File: src/rtl/cos_pkg.sv
// Shared constants and types for the change-of-state interrupt unit.
// Assumes byte addressing on a word-aligned register bus.
package cos_pkg;

    // register byte offsets
    localparam int unsigned OFS_DATA  = 32'h00;
    localparam int unsigned OFS_RMASK = 32'h04;
    localparam int unsigned OFS_FMASK = 32'h08;
    localparam int unsigned OFS_STAT  = 32'h0C;
    localparam int unsigned OFS_CTRL  = 32'h10;

    // control register bit positions
    localparam int unsigned CTRL_MODE_BIT = 1;
    localparam int unsigned CTRL_EN_BIT   = 2;

    typedef enum logic {
        COMB_OR  = 1'b0,
        COMB_AND = 1'b1
    } comb_mode_t;

endpackage

File: src/rtl/cos_sync.sv
// Two-flop synchronizer for a bus of asynchronous input lines.
// Assumes each line is quasi-static relative to clk; no bus coherency is implied.
module cos_sync #(
    parameter int unsigned W = 32
) (
    input  logic         clk,
    input  logic         rst_n,
    input  logic [W-1:0] async_i,
    output logic [W-1:0] sync_o
);

    logic [W-1:0] meta_q;
    logic [W-1:0] stable_q;

    // two register stages per line
    always_ff @(posedge clk) begin
        if (!rst_n) begin
            meta_q   <= '0;
            stable_q <= '0;
        end else begin
            meta_q   <= async_i;
            stable_q <= meta_q;
        end
    end

    assign sync_o = stable_q;

endmodule

File: src/rtl/cos_detect.sv
// Per-line edge and level qualification and the OR/AND combiner.
// Assumes lvl_i is already synchronized. It keeps a one-cycle history for edge
// detection and an arming flag that holds off repeated level-mode firings.
module cos_detect
    import cos_pkg::*;
#(
    parameter int unsigned N = 16
) (
    input  logic         clk,
    input  logic         rst_n,
    input  logic [N-1:0] lvl_i,
    input  logic [N-1:0] rmask_i,
    input  logic [N-1:0] fmask_i,
    input  comb_mode_t   mode_i,
    input  logic         en_i,
    input  logic         rearm_i,
    output logic         fire_o
);

    logic [N-1:0] prev_q;
    logic [N-1:0] rise_hit;
    logic [N-1:0] fall_hit;
    logic [N-1:0] sat;
    logic [N-1:0] sel;
    logic         armed_q;
    logic         or_hit;
    logic         and_hit;
    logic         sel_change;

    // one-cycle history of the synchronized levels
    always_ff @(posedge clk) begin
        if (!rst_n) prev_q <= '0;
        else        prev_q <= lvl_i;
    end

    // per-line edge and level qualification
    for (genvar i = 0; i < N; i++) begin : g_line
        assign sel[i]      = rmask_i[i] | fmask_i[i];
        assign rise_hit[i] = rmask_i[i] &  lvl_i[i] & ~prev_q[i];
        assign fall_hit[i] = fmask_i[i] & ~lvl_i[i] &  prev_q[i];
        assign sat[i]      = ~sel[i]
                           | (rmask_i[i] & fmask_i[i])
                           | (rmask_i[i] &  lvl_i[i])
                           | (fmask_i[i] & ~lvl_i[i]);
    end

    // combine the lines for each mode
    always_comb begin
        or_hit     = |(rise_hit | fall_hit);
        sel_change = |((lvl_i ^ prev_q) & sel);
        and_hit    = (|sel) & (&sat) & armed_q;
        fire_o     = en_i & ((mode_i == COMB_AND) ? and_hit : or_hit);
    end

    // level-mode arming: cleared by a firing, set by a selected change or a control write
    always_ff @(posedge clk) begin
        if (!rst_n)                              armed_q <= 1'b1;
        else if (fire_o && mode_i == COMB_AND)   armed_q <= 1'b0;
        else if (sel_change || rearm_i)          armed_q <= 1'b1;
    end

    // with no line selected nothing can fire
    assert_no_sel_no_fire_R7: assert property (@(posedge clk) disable iff (!rst_n)
        (~|(rmask_i | fmask_i)) |-> !fire_o);

    // an OR-mode firing needs a level change on some line
    assert_or_needs_edge_R4: assert property (@(posedge clk) disable iff (!rst_n)
        (fire_o && mode_i == COMB_OR) |-> (|(lvl_i ^ prev_q)));

    // a level-mode firing is never followed by another in the next cycle
    assert_no_refire_R6: assert property (@(posedge clk) disable iff (!rst_n)
        (fire_o && mode_i == COMB_AND) |=> !fire_o);

endmodule

File: src/rtl/cos_irq_unit.sv
// Register-mapped change-of-state input unit: live data, two selection masks,
// status snapshot with clear-on-read, and a control register for mode and enable.
// Assumes single-cycle bus strobes; read data is combinational in the strobe cycle.
module cos_irq_unit
    import cos_pkg::*;
#(
    parameter int unsigned N_IN  = 32,
    parameter int unsigned N_IRQ = 16,
    parameter int unsigned DW    = 32,
    parameter int unsigned AW    = 5
) (
    input  logic          clk,
    input  logic          rst_n,
    input  logic [N_IN-1:0] pins_i,
    input  logic [AW-1:0] bus_addr,
    input  logic          bus_wr,
    input  logic          bus_rd,
    input  logic [DW-1:0] bus_wdata,
    output logic [DW-1:0] bus_rdata,
    output logic          irq_o
);

    logic [N_IN-1:0]  sync_lvl;
    logic [DW-1:0]    rmask_q;
    logic [DW-1:0]    fmask_q;
    comb_mode_t       mode_q;
    logic             en_q;
    logic             pending_q;
    logic [N_IRQ-1:0] snap_q;
    logic             fire;
    logic             ctrl_wr;
    logic             stat_rd;

    assign ctrl_wr = bus_wr && (bus_addr == AW'(OFS_CTRL));
    assign stat_rd = bus_rd && (bus_addr == AW'(OFS_STAT));

    cos_sync #(.W(N_IN)) u_sync (
        .clk     (clk),
        .rst_n   (rst_n),
        .async_i (pins_i),
        .sync_o  (sync_lvl)
    );

    cos_detect #(.N(N_IRQ)) u_detect (
        .clk     (clk),
        .rst_n   (rst_n),
        .lvl_i   (sync_lvl[N_IRQ-1:0]),
        .rmask_i (rmask_q[N_IRQ-1:0]),
        .fmask_i (fmask_q[N_IRQ-1:0]),
        .mode_i  (mode_q),
        .en_i    (en_q),
        .rearm_i (ctrl_wr),
        .fire_o  (fire)
    );

    // configuration register writes
    always_ff @(posedge clk) begin
        if (!rst_n) begin
            rmask_q <= '0;
            fmask_q <= '0;
            mode_q  <= COMB_OR;
            en_q    <= 1'b0;
        end else if (bus_wr) begin
            if (bus_addr == AW'(OFS_RMASK)) rmask_q <= bus_wdata;
            if (bus_addr == AW'(OFS_FMASK)) fmask_q <= bus_wdata;
            if (ctrl_wr) begin
                mode_q <= comb_mode_t'(bus_wdata[CTRL_MODE_BIT]);
                en_q   <= bus_wdata[CTRL_EN_BIT];
            end
        end
    end

    // pending flag: a new event wins over a clearing read in the same cycle
    always_ff @(posedge clk) begin
        if (!rst_n)       pending_q <= 1'b0;
        else if (fire)    pending_q <= 1'b1;
        else if (stat_rd) pending_q <= 1'b0;
    end

    // snapshot of the interruptible lines, kept until the pending event is read
    always_ff @(posedge clk) begin
        if (!rst_n)                          snap_q <= '0;
        else if (fire && (!pending_q || stat_rd)) snap_q <= sync_lvl[N_IRQ-1:0];
    end

    // combinational read mux
    always_comb begin
        bus_rdata = '0;
        if (bus_rd) begin
            case (bus_addr)
                AW'(OFS_DATA):  bus_rdata = DW'(sync_lvl);
                AW'(OFS_RMASK): bus_rdata = rmask_q;
                AW'(OFS_FMASK): bus_rdata = fmask_q;
                AW'(OFS_STAT):  bus_rdata = DW'(snap_q);
                AW'(OFS_CTRL): begin
                    bus_rdata[CTRL_MODE_BIT] = mode_q;
                    bus_rdata[CTRL_EN_BIT]   = en_q;
                end
                default:        bus_rdata = '0;
            endcase
        end
    end

    assign irq_o = pending_q & en_q;

    // a status read with no simultaneous event leaves the request low
    assert_clear_on_read_R8: assert property (@(posedge clk) disable iff (!rst_n)
        (stat_rd && !fire) |=> !irq_o);

    // the snapshot taken with a new event equals the lines seen at that event
    assert_snap_matches_R8: assert property (@(posedge clk) disable iff (!rst_n)
        $rose(pending_q) |-> (snap_q == $past(sync_lvl[N_IRQ-1:0])));

    // a control write leaves both masks untouched
    assert_masks_kept_R9: assert property (@(posedge clk) disable iff (!rst_n)
        ctrl_wr |=> ($stable(rmask_q) && $stable(fmask_q)));

endmodule

File: config.mk
export PLATFORM = sky130hd
export DESIGN_NAME = cos_irq_unit
export DESIGN_NICKNAME = d
export VERILOG_FILES = /design/src/rtl/cos_pkg.sv /design/src/rtl/cos_sync.sv /design/src/rtl/cos_detect.sv /design/src/rtl/cos_irq_unit.sv
export SDC_FILE = /design/constraint.sdc
export NUM_CORES = 1
export LEC_CHECK = 0
export ABC_CLOCK_PERIOD_IN_PS = 2400
export BUFFER_PORTS_ARGS = -buffer_cell sky130_fd_sc_hd__buf_2
export CAP_MARGIN = 15
export CORE_MARGIN = 2
export CORE_UTILIZATION = 50
export CTS_CLUSTER_DIAMETER = 40
export DETAILED_ROUTE_END_ITERATION = 8
export PLACE_DENSITY = 0.81
export SYNTH_ARGS = -nofsm -noshare
export SYNTH_HDL_FRONTEND = slang
export SYNTH_SLANG_ARGS = --single-unit
File: constraint.sdc
create_clock -name clk -period 2.4 [get_ports clk]
set_clock_uncertainty 0.05 [all_clocks]
set_input_delay 0.36 -clock clk [delete_from_list [all_inputs] [get_ports clk]]
set_output_delay 0.36 -clock clk [all_outputs]
set_load 0.03 [all_outputs]
* Yosys cells after proc, flatten, opt, wreduce, memory -nomap -nowiden
Index checks and enable logic that the tools add are counted.
Word-level totals: bits in registers 164, input bits 73, output and inout bits 33, word-level logic and storage cells 239
Operators by class: equality and inequality tests 4, muxes and demuxes 9, bitwise logic cells 199, reduce and logical (&&, ||, !) cells 17
Operators by type and width (number):
- one-hot mux 29 bit (4 select lines) | 1
- AND 1 bit | 84
- bitwise OR 1 bit | 64
- inverter 1 bit | 48
- OR reduction 16 bit | 3
- 2-to-1 mux 32 bit | 1
- AND 16 bit | 1
- bitwise OR 16 bit | 1
- AND reduction 16 bit | 1
- XOR 16 bit | 1
- == test 5 x 4 -> 1 bit (second input constant) | 2
- one-hot mux 2 bit (5 select lines) | 1
- AND reduction 2 bit | 3
- == test 5 x 3 -> 1 bit (second input constant) | 1
- == test 5 bit (second input constant) | 1
- zero test 5 bit | 1
- 2-to-1 mux 1 bit | 5
- logical AND 1 bit | 4
- one-hot mux 1 bit (4 select lines) | 1
- nonzero test 2 bit | 2
- logical OR 1 bit | 2
- zero test 1 bit | 1

* Depth between registers and ports, before layout
Gate-level depths: netlist of run 1.
word-level depth 12, mapped depth 9, mapped depth without buffers 8

* By module
From an unflattened synthesis of run 1, not the netlist that was laid out.
Second synthesis, totals: cell total of the unflattened synthesis 832, area total of the unflattened synthesis 7151.9 µm²
By module, submodules not included:
- cos_irq_unit | times used 1, cells an instance 497, area each 3828.7 µm², seq. area each 1661.6 µm²
- cos_sync | times used 1, cells an instance 134, area each 1791.7 µm², seq. area each 1281.2 µm²
- cos_detect | times used 1, cells an instance 201, area each 1531.5 µm², seq. area each 340.3 µm²

* Worst setup path after synthesis of run 1
No wires, ideal clock.
path type input -> output, start input bus_addr[3], end output bus_rdata[0], arrival time 1957 ps, path slack 33 ps, stages on the path 5, cells stage by stage or4_1 -> nor2_1 -> clkbuf_1 -> a222oi_1 -> a21oi_1
Between the ends: longest elaborated chain between the ends 3
RTL lines:
- from (decl) | line cos_irq_unit.sv:15 | input logic [AW-1:0] bus_addr,
- == test 5 x 4 -> 1 bit, or another cell as far along | line cos_irq_unit.sv:90 | case (bus_addr)
- one-hot mux 1 bit (4 select lines) * | line cos_irq_unit.sv:90
- 2-to-1 mux 32 bit * | line cos_irq_unit.sv:89 | if (bus_rd) begin
- to (decl) | line cos_irq_unit.sv:19 | output logic [DW-1:0] bus_rdata,
Mark *: on every way between the ends. The rest lies on a longest branch, timed or not.

* Worst setup path in the final report of run 1
start input bus_addr[3], end output bus_rdata[12]
Between the ends: longest elaborated chain between the ends 3
RTL lines (line):
- == test 5 x 4 -> 1 bit, or another cell as far along | cos_irq_unit.sv:90
- one-hot mux 29 bit (4 select lines) * | cos_irq_unit.sv:90
- 2-to-1 mux 32 bit * | cos_irq_unit.sv:89
Marked as above.

==> results of run 1 <==
final cells by class:
cell class                 count  area [sq um]  share of cell area
timing repair buffer         140           893               0.105
clock inverter                13           146              0.0172
tap                          180           225              0.0264
multi-input combinational    534          3330               0.390
inverter                      55           206              0.0242
clock buffer                  19           443              0.0520
sequential                   164          3280               0.385
critical path, cell delays in order:
cell and delay [ns]:
buf_2 0.11, or4_4 0.57, nor2_4 0.14, buf_12 0.18
a222oi_1 0.08, a21oi_1 0.21, buf_2 0.24
state kept, by name (all words and copies together) (netlist names):
| name | count |
|---|---|
| u_sync.sync_o | 32 |
| u_sync.meta_q | 32 |
| pending_q | 1 |
| mode_q | 1 |
| rmask_q | 32 |
| u_detect.armed_q | 1 |
| u_detect.prev_q | 16 |
| snap_q | 16 |
| fmask_q | 32 |
| en_q | 1 |
per-stage QoR:
| stage | std cells | area (sq um) | util | hold slack [ns] |
|---|---|---|---|---|
| 6_report | 1105 | 8530 | 0.619 | 0.0822 |
| 5_1_grt | 1105 | 8530 | 0.619 | 0.0711 |
| 4_1_cts | 1105 | 8510 | 0.618 | 0.0726 |
| 3_5_place_dp | 1073 | 7930 | 0.575 | 0.367 |
| 3_3_place_gp | 1073 | 7930 | 0.575 | 0.363 |
| 2_1_floorplan | 800 | 6990 | - | 0.362 |
what timing repair did:
action / CTS / global route
resized for setup: 0 / 3
endpoints found under the hold margin: 0 / 0
endpoints found under the setup margin: 0 / 22
metal layers:
| layer | track usage | routed length [um] | vias to the layer above |
|---|---|---|---|
| met5 | 0 | 0 | - |
| met4 | 0.0776 | 260 | 0 |
| met3 | 0.0660 | 1480 | 25 |
| met2 | 0.401 | 8460 | 249 |
| met1 | 0.331 | 7670 | 2811 |
| li1 | - | - | 2928 |
final timing paths:
kind,end,slack (ns)
max reg2reg,snap_q[7],0.20
min,u_sync.meta_q[27],0.08
min reg2reg,u_sync.sync_o[13],0.38
max,bus_rdata[12],0.10
logic make-up after synthesis:
family / Yosys count
buffers and inverters: 102
adder cells (fa/ha/maj): 16
multiplexers: 29
XOR/XNOR: 16
AO/OA/AOI/OAI: 144
AND/OR/NAND/NOR: 329
flip-flops: 164
layout by cell type (no fill, tap or decap), types with 20 or more instances in the layout:
master	n
a21boi_0	54
a222oi_1	30
and2_1	67
buf_2	103
buf_4	28
dfxtp_1	164
inv_1	55
mux2i_1	29
nand2_1	195
nor2_1	20
power groups by stage:
| stage | logic (uW) | registers, uW | clock network (uW) |
|---|---|---|---|
| 2_1_floorplan | 151 | 2880 | 0 |
| 6_report | 286 | 2830 | 2690 |
| 4_1_cts | 283 | 2830 | 2720 |
| 3_3_place_gp | 276 | 2890 | 0 |
| 5_1_grt | 314 | 2830 | 2840 |
| 3_5_place_dp | 281 | 2890 | 0 |
==> results.cfg, run 1 <==
[layout]
fill_cells = 1222
layout.nets = 1001
diodes = 0
area_growth_syn_to_layout_pct = 21.9
drive_gt1_frac = 0.192

[floorplanning]
initial_utilization = 0.508
num_rows = 43
die_h_um = 122
pin_count = 106
core_area_sq_um = 13800
dieArea_sq_um = 15000
die_x_um = 122

[routing]
vias = 6013
drt_pre_antenna_iters = 6
wl_per_cell_um = 16.2
drtIter0Drc = 607
vias_per_cell = 5.44
drc_errors = 0
ant_nets = 0
totalWireLength_um = 17900

[logic_synthesis]
synth_commonest_cells = nand2_1, dfxtp_1, and2_1
synth_nets = 889
synth_area_sq_um = 6990
synth_xor_area_frac = 0.0200
syn_inst = 800
ys_seq_area_frac = 0.469
yosysTopAreaCellShare = 0.469
synth_area_leaders = dfxtp_1, nand2_1, and2_1
synth_compound_area_frac = 0.162
synth_adder_area_share = 0.0286
syn_avg_cell_area_sq_um = 8.74
synthSimpleGateAreaFrac = 0.222
synth_most_common_cell = nand2_1
yosys.area.top_type = dfxtp_1
synth_top_family_by_area = simple AND/OR/NAND/NOR gates
dominantRegCellSynth = dfxtp_1
ys.warnings.count = 0
synth_mux_area_frac = 0.0415
ys_ff_latch = 164
synth-async-reset-ratio = 0
synth_edf_count = 0
synth_cell_types = 38

[hold_path]
worstHoldStart = pins_i[27]
min_path_type = in -> reg
whs_path_depth = 2

[sta]
finalHoldViolations = 0
fin_crit_sh = 0.958
tns_ns = 0
setup_viol = 0
setup_slack_ns = 0.101
fmax_mhz = 435
worst_pin_slew_ns = 0.540
relSlewSlack = 0.640
fin_crit_ns = 2.30
rsz0062_at_grt = false
slew_violations = 0

[power_and_ir_drop]
clockPowerShare = 0.463
leakage_uw = 0.00335
power_frac_seq = 0.488
powerDensity_nw_per_um2 = 680
ir_drop_uv = 613
total_power_uw = 5800
netSwitchingFraction = 0.224
internal_power_uw = 4500
combPwrFrac = 0.049
netSwitchingPower_uw = 1300

[clock_tree]
cts_buffers = 17
insertion_delay_ns = 0.43
cts_max_path_buffers = 2
post-cts-setup-buffers = 0
numClockSinks = 164
cts_tree = done
htreeDepth = 4
root_buffer = clkbuf_16
holdBufCountCts = 0
clk_pin_slew_ns = 0.06

[placement]
place_hpwl_um = 12300
place.port_buffers = 105
gp_congestion = 0.943
dp_worst_setup_slack_ns = 0.0221

[global_routing]
grt_pass1_wl_um = 29200
grt_antenna_before_repair = 0
grt_usage = 0.250
grt_pass1_vias = 5872
overflow = 0
grt_max_degree = 60

[worst_setup_path]
cp-end-kind = output pin
r2r-start = rmask_q[9]
ff2ff_path_depth = 9
criticalPathCategory = in -> out
critPathMaxFanout = 17
arrival_ns = 1.89
critical_path.startpoint_type = primary input
cp-startpoint = bus_addr[3]
worstPathRequired_ns = 1.99

[job]
max_cap_violations = 0

[outcome]
outcome = finished clean
Power figures use the tool's default switching activity.
==> run 2, diff against run 1 <==
--- a/config.mk
+++ b/config.mk
@@ -5,7 +5,7 @@
 export SDC_FILE = /design/constraint.sdc
 export NUM_CORES = 1
 export LEC_CHECK = 0
-export ABC_CLOCK_PERIOD_IN_PS = 2400
+export ABC_CLOCK_PERIOD_IN_PS = 2150
 export BUFFER_PORTS_ARGS = -buffer_cell sky130_fd_sc_hd__buf_2
 export CAP_MARGIN = 15
 export CORE_MARGIN = 2
==> constraint.sdc (replaced) <==
create_clock -name clk -period 2.15 [get_ports clk]
set_clock_uncertainty 0.05 [all_clocks]
set_input_delay 0.3225 -clock clk [delete_from_list [all_inputs] [get_ports clk]]
set_output_delay 0.3225 -clock clk [all_outputs]
set_load 0.03 [all_outputs]
==> run 2 against run 1 <==
  * Clock power up 14%
  * Sequential cell count did not move
  * Count of clock-buffer cells in the layout up 2
  * Critical path depth stayed put
  * Sequential power increased by 11%
  * Power up 13%
  * Routed wire length rose by 7.1%
  * Final area up 6.0%
  * Global-route usage grew 0.56 points
  * Sequential share of layout area shrank 1.9 points
==> results.cfg, run 2 (synthesis gave the netlist of run 1 again) <==
[clock_tree]
holdBufCountCts = 0
cts_max_path_buffers = 2
numClockSinks = 164
htreeDepth = 4
insertion_delay_ns = 0.44
clk_pin_slew_ns = 0.07
cts_buffers = 17
cts_tree = done
root_buffer = clkbuf_16

[sta]
setup_viol = 0
worst_pin_slew_ns = 0.457
fmax_mhz = 471
slew_violations = 0
fin_crit_ns = 2.12
relSlewSlack = 0.695
finalHoldViolations = 0
fin_crit_sh = 0.987

[floorplanning]
dieArea_sq_um = 15000
core_area_sq_um = 13800
num_rows = 43
initial_utilization = 0.508
die_x_um = 122
pin_count = 106
die_h_um = 122

[layout]
area_growth_syn_to_layout_pct = 29.3
final_cell_mix = nand2_1, dfxtp_1, buf_2, and2_1, buf_4
drive_gt1_frac = 0.293
final_common_cell = nand2_1
diodes = 0
layout.nets = 1031
fin_util = 0.656

[worst_setup_path]
cp_slowest_stage_delay_ns = 0.56
critPathMaxFanout = 16
cp-end-kind = output pin
arrival_ns = 1.75
slowest_stage = or4_4
rr_endpoint = snap_q[5]
worstPathRequired_ns = 1.78
cp-startpoint = bus_addr[3]
criticalPathCategory = in -> out
r2r-start = rmask_q[13]
cp-endpoint = bus_rdata[28]
r2r_setup_slack_ns = 0.06
worstPathCellList = buf_6 -> or4_4 -> nor2_4 -> buf_8 -> a222oi_1 -> nor2_2 -> clkbuf_4
ff2ff_path_depth = 9
critical_path.startpoint_type = primary input

[outcome]
outcome = finished clean

[power_and_ir_drop]
powerDensity_nw_per_um2 = 728
total_power_uw = 6580
ir_drop_uv = 513
leakage_uw = 0.00355

[global_routing]
grt_antenna_before_repair = 1
grt_pass1_vias = 6042
grt_pass1_wl_um = 29600
overflow = 0
grt_usage = 0.256
grt_max_degree = 65

[routing]
wl_per_cell_um = 16.9
drc_errors = 0
vias = 6258
ant_nets = 0
totalWireLength_um = 19100
drt_pre_antenna_iters = 8
vias_per_cell = 5.51
drtIter0Drc = 659

[hold_path]
min_path_type = in -> reg
worstHoldStart = pins_i[29]

[placement]
place.port_buffers = 105
place_hpwl_um = 13400
gp_congestion = 1.01

[job]
max_cap_violations = 0
[run 2: changes by cell type in the layout (fill, tap and decap cells not counted), sizes merged]
cell / change
clkinvlp: -4
clkinv: +2
clkbuf: +7
buf: +25
[run 2: how the worst min path moves through the flow]
stage / slack [ns] / endpoint / depth (start not counted)
final: 0.04 / u_sync.meta_q[29] / 2
after global routing: 0.03 / u_sync.meta_q[27] / 2
after CTS: 0.02 / u_sync.meta_q[29] / 2
after detailed placement: 0.37 / u_sync.sync_o[23] / 1
after global placement: 0.36 / u_sync.sync_o[17] / 1
after floorplan: 0.36 / u_sync.sync_o[0] / 1
[run 2: routing by layer]
layer / vias up / global-route usage / wire length, um
met2: 289 / 0.422 / 9160
met4: 2 / 0.0927 / 424
met5: - / 0 / 11
met3: 49 / 0.0683 / 1550
met1: 2928 / 0.322 / 7990
li1: 2990 / - / -
[run 2: power by group]
| part | switching [uW] | internal [uW] | leakage [uW] |
|---|---|---|---|
| combinational | 172 | 169 | 0.00190 |
| sequential | 46.3 | 3110 | 0.00135 |
| clock | 1280 | 1800 | 0.000296 |
| total | 1500 | 5080 | 0.00355 |
[run 2: layout make-up]
type,instances,area (sq um)
Fill cell,1132,4730
Multi-Input combinational cell,534,3520
Sequential cell,164,3310
Timing Repair Buffer,170,1170
Clock buffer,21,460
Tap cell,180,225
Inverter,55,206
Clock inverter,11,144
[run 2: per-stage QoR]
stage / cell area, sq um / setup TNS [ns] / instances / worst slack, ns / hold slack (ns)
after floorplan: 7090 / -0.0529 / 800 / -0.00378 / 0.362
after global placement: 8170 / -0.445 / 1095 / -0.0320 / 0.364
after detailed placement: 8170 / -1.05 / 1095 / -0.100 / 0.368
after CTS: 8810 / -0.0270 / 1127 / -0.0182 / 0.0245
after global routing: 9040 / -0.0306 / 1135 / -0.0135 / 0.0259
final: 9040 / 0 / 1135 / 0.0276 / 0.0385
[run 2: repair_timing]
item,4_1_cts,5_1_grt
setup endpoints to repair,21,48
pin swaps,1,16
setup buffers,0,8
resized for setup,10,68
[run 2: critical path, delay by kind of cell]
family | cells | cell delay, ns
and+or+nand+nor | 3 | 0.84
buffers and inverters | 3 | 0.48
AOI/OAI and AO/OA | 1 | 0.10
